## src/rtl/cfg_seq_pkg.sv

```systemverilog
package cfg_seq_pkg;

  typedef enum logic [2:0] {
    ST_POR, ST_INIT, ST_LOAD, ST_WAKE, ST_USER, ST_FAIL, ST_HALT
  } cfg_state_e;

  localparam int STAT_W   = 32;
  localparam int BIT_CRC  = 0;
  localparam int BIT_CMD  = 1;
  localparam int BIT_ID   = 2;
  localparam int BIT_TMO  = 3;
  localparam int BIT_DONE = 13;

  localparam logic [2:0] MODE_AUTO = 3'b000;

  // cycles needed to cover a pulse width, rounded up
  function automatic int unsigned min_low_cycles(int unsigned pulse_ps,
                                                 int unsigned period_ps);
    return (pulse_ps + period_ps - 1) / period_ps;
  endfunction

  function automatic logic retry_allowed(logic [2:0] mode, logic [1:0] used,
                                         logic [1:0] limit);
    return (mode == MODE_AUTO) && (used < limit);
  endfunction

  function automatic logic [STAT_W-1:0] err_to_status(logic crc, logic cmd,
                                                      logic id, logic tmo);
    logic [STAT_W-1:0] w;
    w          = '0;
    w[BIT_CRC] = crc;
    w[BIT_CMD] = cmd;
    w[BIT_ID]  = id;
    w[BIT_TMO] = tmo;
    return w;
  endfunction

endpackage

```

## src/rtl/cfg_rcfg_filter.sv

```systemverilog
module cfg_rcfg_filter #(
  parameter int unsigned MIN_LOW = 4
) (
  input  logic clk,
  input  logic rst_n,
  input  logic pin_n,
  output logic evt
);
  localparam int CW = $clog2(MIN_LOW + 1);
  localparam logic [CW-1:0] SAT = CW'(MIN_LOW);

  logic s1_q, s2_q, s2_d_q;
  logic [CW-1:0] low_q;

  always_ff @(posedge clk or negedge rst_n) begin
    if (!rst_n) begin
      s1_q   <= 1'b1;
      s2_q   <= 1'b1;
      s2_d_q <= 1'b1;
      low_q  <= '0;
    end else begin
      s1_q   <= pin_n;
      s2_q   <= s1_q;
      s2_d_q <= s2_q;
      if (s2_q)              low_q <= '0;
      else if (low_q != SAT) low_q <= low_q + 1'b1;
    end
  end

  // release edge of a pulse that was long enough
  assign evt = s2_q && !s2_d_q && (low_q >= SAT);


  evt_single_chk: assert property (@(posedge clk) disable iff (!rst_n)
    evt |=> !evt);

endmodule

```

## src/rtl/cfg_load_timer.sv

```systemverilog
module cfg_load_timer #(
  parameter int unsigned LIMIT = 1000
) (
  input  logic clk,
  input  logic rst_n,
  input  logic run,
  output logic expire
);
  localparam int CW = $clog2(LIMIT + 1);
  localparam logic [CW-1:0] LAST = CW'(LIMIT - 1);

  logic [CW-1:0] cnt_q;

  always_ff @(posedge clk or negedge rst_n) begin
    if (!rst_n)    cnt_q <= '0;
    else if (!run) cnt_q <= '0;
    else           cnt_q <= cnt_q + 1'b1;
  end

  assign expire = run && (cnt_q == LAST);


  tmo_once_chk: assert property (@(posedge clk) disable iff (!rst_n)
    expire |=> !expire);

endmodule

```

## src/rtl/cfg_status_reg.sv

```systemverilog
module cfg_status_reg
  import cfg_seq_pkg::*;
(
  input  logic              clk,
  input  logic              rst_n,
  input  logic              clr,
  input  logic              crc_err,
  input  logic              cmd_err,
  input  logic              id_err,
  input  logic              tmo_err,
  input  logic              set_done,
  output logic [STAT_W-1:0] status
);
  logic [STAT_W-1:0] st_q;
  logic [STAT_W-1:0] set_vec;

  always_comb begin
    set_vec           = err_to_status(crc_err, cmd_err, id_err, tmo_err);
    set_vec[BIT_DONE] = set_done;
  end

  always_ff @(posedge clk or negedge rst_n) begin
    if (!rst_n)   st_q <= '0;
    else if (clr) st_q <= '0;
    else          st_q <= st_q | set_vec;
  end

  assign status = st_q;


  sticky_bits_chk: assert property (@(posedge clk) disable iff (!rst_n)
    !clr |=> ((st_q & $past(st_q)) == $past(st_q)));

endmodule

```

## src/rtl/cfg_seq_ctrl.sv

```systemverilog
module cfg_seq_ctrl
  import cfg_seq_pkg::*;
#(
  parameter int unsigned CLK_PERIOD_PS    = 8000,
  parameter int unsigned MIN_PULSE_PS     = 25000,
  parameter bit          EXTRA_RETRY      = 1'b1,
  parameter int unsigned LOAD_TIMEOUT_CYC = 100000
) (
  input  logic              clk,
  input  logic              rst_n,
  input  logic              pwr_good,
  input  logic              rcfg_n,
  input  logic [2:0]        mode_pins,
  input  logic              refresh_cmd,
  input  logic              att_id_err,
  input  logic              att_crc_err,
  input  logic              att_cmd_err,
  input  logic              att_data_done,
  output logic              ready,
  output logic              done,
  output logic [2:0]        mode_latched,
  output logic              load_start,
  output logic [STAT_W-1:0] err_status,
  output logic [1:0]        retry_cnt
);
  localparam int unsigned MIN_LOW = min_low_cycles(MIN_PULSE_PS, CLK_PERIOD_PS);
  localparam logic [1:0]  MAX_RETRY = EXTRA_RETRY ? 2'd2 : 2'd0;

  cfg_state_e st_q, st_d;
  logic [2:0] mode_q;
  logic [1:0] retry_q;

  // named internal events
  logic rcfg_evt, tmo_hit, in_load, in_user, in_halt;
  logic any_err, load_fail, load_ok, retry_go;

  cfg_rcfg_filter #(.MIN_LOW(MIN_LOW)) u_filt (
    .clk(clk), .rst_n(rst_n), .pin_n(rcfg_n), .evt(rcfg_evt));

  cfg_load_timer #(.LIMIT(LOAD_TIMEOUT_CYC)) u_tmr (
    .clk(clk), .rst_n(rst_n), .run(in_load), .expire(tmo_hit));

  assign in_load   = (st_q == ST_LOAD);
  assign in_user   = (st_q == ST_USER);
  assign in_halt   = (st_q == ST_HALT);
  assign any_err   = att_id_err | att_crc_err | att_cmd_err | tmo_hit;
  assign load_fail = in_load && any_err;
  assign load_ok   = in_load && !any_err && att_data_done;
  assign retry_go  = retry_allowed(mode_q, retry_q, MAX_RETRY);

  cfg_status_reg u_stat (
    .clk(clk), .rst_n(rst_n), .clr(st_q == ST_POR),
    .crc_err(in_load && att_crc_err), .cmd_err(in_load && att_cmd_err),
    .id_err(in_load && att_id_err), .tmo_err(tmo_hit),
    .set_done(load_ok), .status(err_status));

  always_comb begin
    st_d = st_q;
    if (!pwr_good) begin
      st_d = ST_POR;
    end else if (st_q != ST_POR && rcfg_evt) begin
      st_d = ST_POR;
    end else begin
      case (st_q)
        ST_POR:  st_d = ST_INIT;
        ST_INIT: st_d = ST_LOAD;
        ST_LOAD: st_d = load_fail ? ST_FAIL : (load_ok ? ST_WAKE : ST_LOAD);
        ST_WAKE: st_d = ST_USER;
        ST_USER: st_d = refresh_cmd ? ST_POR : ST_USER;
        ST_FAIL: st_d = retry_go ? ST_INIT : ST_HALT;
        ST_HALT: st_d = ST_HALT;
        default: st_d = ST_POR;
      endcase
    end
  end

  always_ff @(posedge clk or negedge rst_n) begin
    if (!rst_n) begin
      st_q    <= ST_POR;
      mode_q  <= '0;
      retry_q <= '0;
    end else begin
      st_q <= st_d;
      if (st_d == ST_INIT && st_q != ST_INIT) mode_q <= mode_pins;
      if (st_q == ST_POR)                     retry_q <= '0;
      else if (st_q == ST_FAIL && retry_go && pwr_good && !rcfg_evt)
        retry_q <= retry_q + 1'b1;
    end
  end

  assign ready        = (st_q == ST_INIT) || in_load || (st_q == ST_WAKE) || in_user;
  assign done         = (st_q == ST_WAKE) || in_user;
  assign load_start   = (st_q == ST_INIT);
  assign mode_latched = mode_q;
  assign retry_cnt    = retry_q;


  por_quiet_chk: assert property (@(posedge clk) disable iff (!rst_n)
    !pwr_good |=> (!ready && !done));

  mode_capture_chk: assert property (@(posedge clk) disable iff (!rst_n)
    $rose(ready) |-> (mode_latched == $past(mode_pins)));

  start_in_ready_chk: assert property (@(posedge clk) disable iff (!rst_n)
    load_start |-> ready);

  fail_drops_ready_chk: assert property (@(posedge clk) disable iff (!rst_n)
    (load_fail && pwr_good && !rcfg_evt) |=> (!ready && !done));

  done_needs_ready_chk: assert property (@(posedge clk) disable iff (!rst_n)
    done |-> ready);

  user_hold_chk: assert property (@(posedge clk) disable iff (!rst_n)
    (in_user && pwr_good && !rcfg_evt && !refresh_cmd) |=> in_user);

  retry_bound_chk: assert property (@(posedge clk) disable iff (!rst_n)
    retry_cnt <= MAX_RETRY);

  halt_hold_chk: assert property (@(posedge clk) disable iff (!rst_n)
    (in_halt && pwr_good && !rcfg_evt) |=> (in_halt && !ready));

  tmo_fail_chk: assert property (@(posedge clk) disable iff (!rst_n)
    (tmo_hit && pwr_good && !rcfg_evt) |=> !ready);

endmodule

```

## config.mk

```make
export PLATFORM = sky130hd
export DESIGN_NAME = cfg_seq_ctrl
export DESIGN_NICKNAME = d
export VERILOG_FILES = /design/src/rtl/cfg_seq_pkg.sv /design/src/rtl/cfg_rcfg_filter.sv /design/src/rtl/cfg_load_timer.sv /design/src/rtl/cfg_status_reg.sv /design/src/rtl/cfg_seq_ctrl.sv
export SDC_FILE = /design/constraint.sdc
export NUM_CORES = 1
export LEC_CHECK = 0
export ABC_AREA = 0
export BUFFER_PORTS_ARGS = -buffer_cell sky130_fd_sc_hd__clkbuf_2
export CAP_MARGIN = 20
export CORE_ASPECT_RATIO = 0.6
export CORE_MARGIN = 2
export CORE_UTILIZATION = 45
export CTS_CLUSTER_SIZE = 25
export DETAILED_ROUTE_END_ITERATION = 12
export GPL_ROUTABILITY_DRIVEN = 0
export PLACE_DENSITY = 0.7
export REMOVE_ABC_BUFFERS = 1
export SLEW_MARGIN = 20
export SYNTH_ARGS = -nofsm -noshare
export SYNTH_HDL_FRONTEND = slang
export SYNTH_SLANG_ARGS = --single-unit
```

## constraint.sdc

```tcl
create_clock -name clk -period 3.5 [get_ports clk]
set_clock_uncertainty 0.15 [all_clocks]
set_input_delay 0.7 -clock clk [delete_from_list [all_inputs] [get_ports clk]]
set_output_delay 0.7 -clock clk [all_outputs]
set_load 0.01 [all_outputs]
```

== Word-level counts from Yosys, hierarchy flattened ==
Index checks and enable logic that the tools add are counted.

* Memories kept: 0
* Logic and storage cells: 68
* Input port bits: 12
* Memory bits (writable): 0
* Latch bits: 0
* Flip-flop bits (word level): 63
* ROM bits: 0

* Add/subtract/negate cells: 3
* Equality and inequality tests: 10
* Divide/modulo/power cells: 0
* Reductions and logical operators: 27
* $lt $le $gt $ge: 2
* Shifts and indexed selects: 0
* Multiplexer cells: 13
* Bitwise logic cells: 4
* $mul: 0

{| class="wikitable"
|+ Operators with widths
! cell !! count
|-
| $mux 32 || 1
|-
| $or 32x14->32 || 1
|-
| $mux 3 || 7
|-
| $pmux 3 s7 || 1
|-
| $add 17x1->17 const B || 1
|-
| $eq 17x17->1 const B || 1
|-
| $mux 17 || 1
|-
| $logic_and 1x1->1 || 15
|-
| $eq 3x3->1 const B || 3
|-
| $eq 3x1->1 const B || 2
|-
| $eq 3x2->1 const B || 2
|-
| $logic_not 3->1 || 2
|-
| $logic_or 1x1->1 || 4
|-
| $mux 2 || 2
|-
| $reduce_bool 2->1 || 2
|-
| $add 3x1->3 const B || 1
|-
| $ge 3x3->1 const B || 1
|-
| $logic_not 1->1 || 3
|-
| $ne 3x1->1 const B || 1
|-
| $ne 3x3->1 const B || 1
|-
| $or 1x1->1 || 3
|-
| $reduce_bool 3->1 || 1
|-
| $add 2x1->2 const B || 1
|-
| $lt 2x2->1 const B || 1
|-
| $mux 1 || 1
|}

== Depth between registers and ports, before layout ==
* Word-level depth: 13
* Gate-level depth with buffers: 7
* Depth with buffers taken out: 7

== Hierarchy ==
Synthesis repeated with hierarchy kept, for this count alone.

* Cell total of the unflattened synthesis: 205
* Area total of the unflattened synthesis: 2,063.2 µm²

{| class="wikitable"
|+ By module, submodules not included
! module !! area an instance (µm²) !! cells an instance !! times used
|-
| cfg_load_timer || 908.4 || 87 || 1
|-
| cfg_seq_ctrl || 518.0 || 59 || 1
|-
| cfg_status_reg || 381.6 || 38 || 1
|-
| cfg_rcfg_filter || 255.2 || 21 || 1
|}

== Worst setup path before layout ==
OpenSTA, ideal clock, no wires.

* Kind: in2reg
* Start: input att_id_err
* End: register mode_q[0] (netlist: mode_latched[0])
* Data arrival time: 2.057 ns
* Setup slack: 1.165 ns
* Library setup time: 0.128 ns
* Required time: 3.222 ns
* Path buffers: 0
* Stages on the path: 5
* Cells stage by stage: nor3_1 > nor2_1 > or3_2 > nor4_4 > mux2_1

* Cells in the longest elaborated chain, start to end: 13

{| class="wikitable"
|+ RTL lines
! what !! line !! text
|-
| start, declared || cfg_seq_ctrl.sv:15 || <nowiki>input logic att_id_err,</nowiki>
|-
| $or 1x1->1 (*) (3 in series) || cfg_seq_ctrl.sv:46 || <nowiki>assign any_err = att_id_err | att_crc_err | att_cmd_err | tmo_hit;</nowiki>
|-
| $logic_not 1->1 || cfg_seq_ctrl.sv:48 || <nowiki>assign load_ok = in_load && !any_err && att_data_done;</nowiki>
|-
| $logic_and 1x1->1 (2 in series) || cfg_seq_ctrl.sv:48 ||
|-
| $mux 1 || cfg_seq_ctrl.sv:67 || <nowiki>ST_LOAD: st_d = load_fail ? ST_FAIL : (load_ok ? ST_WAKE : ST_LOAD);</nowiki>
|-
| $mux 3 (*) || cfg_seq_ctrl.sv:67 ||
|-
| $pmux 3 s7 (*) || cfg_seq_ctrl.sv:64 || <nowiki>case (st_q)</nowiki>
|-
| $mux 3 (*) || cfg_seq_ctrl.sv:61 || <nowiki>end else if (st_q != ST_POR && rcfg_evt) begin</nowiki>
|-
| $mux 3 (*) || cfg_seq_ctrl.sv:59 || <nowiki>if (!pwr_good) begin</nowiki>
|-
| $eq 3x1->1 (*) || cfg_seq_ctrl.sv:84 || <nowiki>if (st_d == ST_INIT && st_q != ST_INIT) mode_q <= mode_pins;</nowiki>
|-
| $logic_and 1x1->1 (*) || cfg_seq_ctrl.sv:84 ||
|-
| end signal, assigned || cfg_seq_ctrl.sv:84 ||
|-
| end, declared || cfg_seq_ctrl.sv:30 || <nowiki>logic [2:0] mode_q;</nowiki>
|}

Every way passes the cells marked *; elsewhere a longest branch is shown, timed or not.
A chain may end at the register's enable or synchronous reset.

== Final worst setup path ==
* Start: register st_q[1]
* End: register mode_q[1] (netlist: mode_latched[1])

* Cells in the longest elaborated chain, start to end: 13

{| class="wikitable"
|+ RTL lines
! what !! line !! text
|-
| start, declared || cfg_seq_ctrl.sv:29 || <nowiki>cfg_state_e st_q, st_d;</nowiki>
|-
| start signal, assigned || cfg_seq_ctrl.sv:83 || <nowiki>st_q <= st_d;</nowiki>
|-
| $eq 3x2->1 || cfg_seq_ctrl.sv:43, cfg_seq_ctrl.sv:64 ||
|-
| $logic_and 1x1->1 || cfg_load_timer.sv:20 || <nowiki>assign expire = run && (cnt_q == LAST);</nowiki>
|-
| $or 1x1->1 || cfg_seq_ctrl.sv:46 ||
|-
| $logic_not 1->1 || cfg_seq_ctrl.sv:48 ||
|-
| $logic_and 1x1->1 (2 in series) || cfg_seq_ctrl.sv:48 ||
|-
| $mux 1 || cfg_seq_ctrl.sv:67 ||
|-
| $mux 3 || cfg_seq_ctrl.sv:67 ||
|-
| $pmux 3 s7 || cfg_seq_ctrl.sv:64 ||
|-
| $mux 3 || cfg_seq_ctrl.sv:61 ||
|-
| $mux 3 || cfg_seq_ctrl.sv:59 ||
|-
| $eq 3x1->1 || cfg_seq_ctrl.sv:84 ||
|-
| $logic_and 1x1->1 (*) || cfg_seq_ctrl.sv:84 ||
|}

Marked as above.

==> impl_metrics.py <==
metrics = {
    "synthesis": {
        "syn_area_mm2": 0.00195,
        "syn_inst": 202,
        "synth_xor_xnor_area_share_pct": 6.74,
        "synth_edf_count": 0,
        "synth.mux.area_fraction_pct": 1.73,
        "synth-main-ff-cell": "dfrtp_1",
        "syn_avg_cell_area_um2": 9.66,
        "synth_compound_area_share_pct": 5.64,
        "ys_async_sr_fraction_pct": 100,
        "netlist-cell-type-count": 40,
        "seq_area_frac_synth_pct": 46.4,
        "synth_top_family_by_area": "simple AND/OR/NAND/NOR gates",
        "ys_warn_count": 0,
        "synth_seq_cells": 36,
        "synthAdderAreaFrac_pct": 1.92,
        "synth-simple-area-share_pct": 25.1,
    },
    "sta": {
        "period_minus_slack_ns": 2.66,
        "drv_slew": 0,
        "setup_violations": 0,
        "max_slew_margin_pct": 42.2,
        "worst_slack_ns": 0.841,
        "fin_crit_sh_pct": 76.0,
        "hold_viol_final": 0,
        "max_freq_mhz": 376,
        "timing_worst_slew_pin_value_ns": 0.868,
        "rsz0062_at_grt": "false",
        "tns_ns": 0,
    },
    "route": {
        "vias": 1334,
        "drt_iter0_drc": 58,
        "first_pass_iters": 4,
        "via_per_inst": 4.62,
        "drc_errors": 0,
        "wl_um": 3370,
        "antenna_left": 0,
        "wl_per_cell_um": 11.6,
    },
    "flow_run": {
        "drv_cap": 0,
    },
    "setup_path": {
        "worstPathCellList": "nor3b_2, nand4_1, nor4_4, o21ai_2, nor4_4, mux2_1",
        "cp.buffers_inverters": 0,
        "arrival_ns": 2.69,
        "crit_family": "simple AND/OR/NAND/NOR gates",
        "cp.required_ns": 3.53,
        "crit_start": "st_q[1]",
        "max_stage_delay_ns": 0.54,
        "worstSetupPathType": "reg2reg",
        "crit_cells": 6,
        "endpoint": "mode_latched[1]",
        "reg2reg_from": "st_q[1]",
        "end_kind": "register",
        "crit_top_cell": "nor4_4",
        "critPathLaunchType": "register",
        "ff2ff_path_depth": 6,
        "crit_slowest_cell": "dfrtp_1",
        "critPathMaxFanout": 13,
        "reg2reg_setup_slack_ns": 0.84,
        "r2r-end": "mode_latched[1]",
    },
    "cells_and_area": {
        "antennaDiodeCount": 0,
        "finish.utilization_pct": 51.0,
        "area_growth_pct": 8.34,
        "fin_nets": 243,
        "drive_gt1_share_pct": 19.2,
    },
    "global_routing": {
        "grt_overflow_total": 0,
        "track_usage_pct": 15.0,
        "grt_max_degree": 37,
        "grt_pass1_wl_um": 5290,
        "grt_pass1_vias": 1081,
        "antenna_found_initial": 0,
    },
    "placement": {
        "place_hpwl_um": 2500,
        "port-buffer-count": 24,
        "place_ws_ns": 0.839,
    },
    "clock_tree": {
        "clk_pin_slew_ns": 0.07,
        "clockBufferDepth": 2,
        "h-tree-depth": 2,
        "cts_tree": "done",
        "cts-buffers-inserted": 5,
        "root_buffer": "clkbuf_8",
        "clock_latency_ns": 0.29,
        "cts_sinks": 36,
        "postCtsSetupBuffers": 0,
        "cts_hold_buf": 0,
        "ctsResizeCount": 0,
    },
    "min_path": {
        "hold_depth": 0,
        "min_from": "u_filt.s1_q",
        "hold_path_class": "reg2reg",
    },
    "floorplan": {
        "initial_core_util_pct": 47.1,
        "pin_count": 52,
        "die_h_um": 55,
        "core_mm2": 0.00414,
        "die_w_um": 89.0,
        "die_area_mm2": 0.00489,
        "rows": 18,
    },
    "power_and_ir_drop": {
        "irDropWorstVdd_v": 0.000291,
        "p_leak_uw": 0.000963,
        "power_density_mw_per_mm2": 580,
    },
    "outcome": {
        "outcome": "completed",
    },
}
[layer usage]
layer / routed length, µm / track usage, % / part of all wire [%]
met1: 1790 / 22.3 / 53
met2: 1380 / 19.4 / 41
met3: 150 / 4.90 / 4.5
met4: 46 / 7.46 / 1.4
met5: 0 / 0 / 0
[layout by cell type (no fill, tap or decap), types with 2 or more instances in the layout]
cell type and n:
ha_1 3, nand3_1 9, clkinv_2 2, inv_1 4, nor2b_1 4, clkbuf_2 24
o21ai_0 3, nand2_1 9, conb_1 27, nor3_1 4, nor4_4 2, and4_1 2
and3_1 3, dfrtp_1 33, xor2_1 6, a21oi_1 11, nor2_1 36, or3_1 2
mux2_1 3, nand2b_1 3, xnor2_1 9, nand4_1 2, nand3b_1 3, clkbuf_8 5
dfstp_2 3
[stage by stage]
stage / total power [µW] / cell area, µm² / instances / hold slack [ns]
detailed placement: 947 / 2030 / 281 / 0.197
global route: 1320 / 2110 / 289 / 0.212
CTS: 1240 / 2110 / 289 / 0.209
finish: 1230 / 2110 / 289 / 0.207
floorplan: 805 / 1820 / 196 / 0.195
global placement: 942 / 2030 / 281 / 0.196
[worst min-delay path by stage]
stage / slack, ns / end
after floorplan: 0.20 / u_filt.s2_q
final: 0.21 / u_filt.s2_q
after global routing: 0.21 / u_filt.s2_q
after global placement: 0.20 / u_filt.s2_q
after CTS: 0.21 / u_filt.s2_q
after detailed placement: 0.20 / u_filt.s2_q
[synthesized netlist by cell type (3+ instances only)]
library cell / n / area, µm²
nor2_1: 36 / 135
dfrtp_1: 33 / 826
buf_4: 27 / 203
a21oi_1: 11 / 55.1
nand2_1: 9 / 33.8
nand3_1: 9 / 45.0
xnor2_1: 9 / 78.8
xor2_1: 6 / 52.6
inv_1: 4 / 15.0
nor2b_1: 4 / 25.0
nor3_1: 4 / 20.0
and3_1: 3 / 18.8
buf_2: 3 / 15.0
dfstp_2: 3 / 78.8
ha_1: 3 / 37.5
mux2_1: 3 / 33.8
nand2b_1: 3 / 18.8
nand3b_1: 3 / 22.5
o21ai_0: 3 / 15.0
[registers in the layout, indices dropped and copies added, names as in the netlist]
signal,flops
u_tmr.cnt_q,17
u_stat.status,5
mode_latched,3
st_q,3
u_filt.low_q,3
retry_cnt,2
u_filt.s1_q,1
u_filt.s2_d_q,1
u_filt.s2_q,1
[area by class of cell]
| type | count | area (µm²) |
|---|---|---|
| Clock buffer | 5 | 68.8 |
| Clock inverter | 3 | 18.8 |
| Fill cell | 400 | 2030 |
| Inverter | 4 | 15.0 |
| Multi-Input combinational cell | 156 | 903 |
| Sequential cell | 36 | 905 |
| Tap cell | 60 | 75.1 |
| Timing Repair Buffer | 25 | 128 |
[cells by family (layout without fill, tap and decap cells)]
| family | Yosys count | after routing |
|---|---|---|
| buffers and inverters | 36 | 37 |
| DFF | 36 | 36 |
| adders and majority gates | 3 | 3 |
| AOI/OAI and AO/OA | 19 | 19 |
| muxes | 3 | 3 |
| xor gates and xnor gates | 15 | 15 |
| other | 1 | 27 |
| and+or+nand+nor | 89 | 89 |
[worst reg2reg max path: cells and delay by family (launching register included)]
family	cells	cell delay [ns]
simple gates	4	1.39
flops	1	0.54
mux	1	0.35
compound gates	1	0.12
[power breakdown]
group / internal, µW / total (µW) / switching [µW]
Combinational: 161 / 391 / 230
Clock: 138 / 290 / 151
Sequential: 477 / 545 / 68.2
Total: 777 / 1230 / 449
Note: power is estimated with default switching activity, not from simulation.
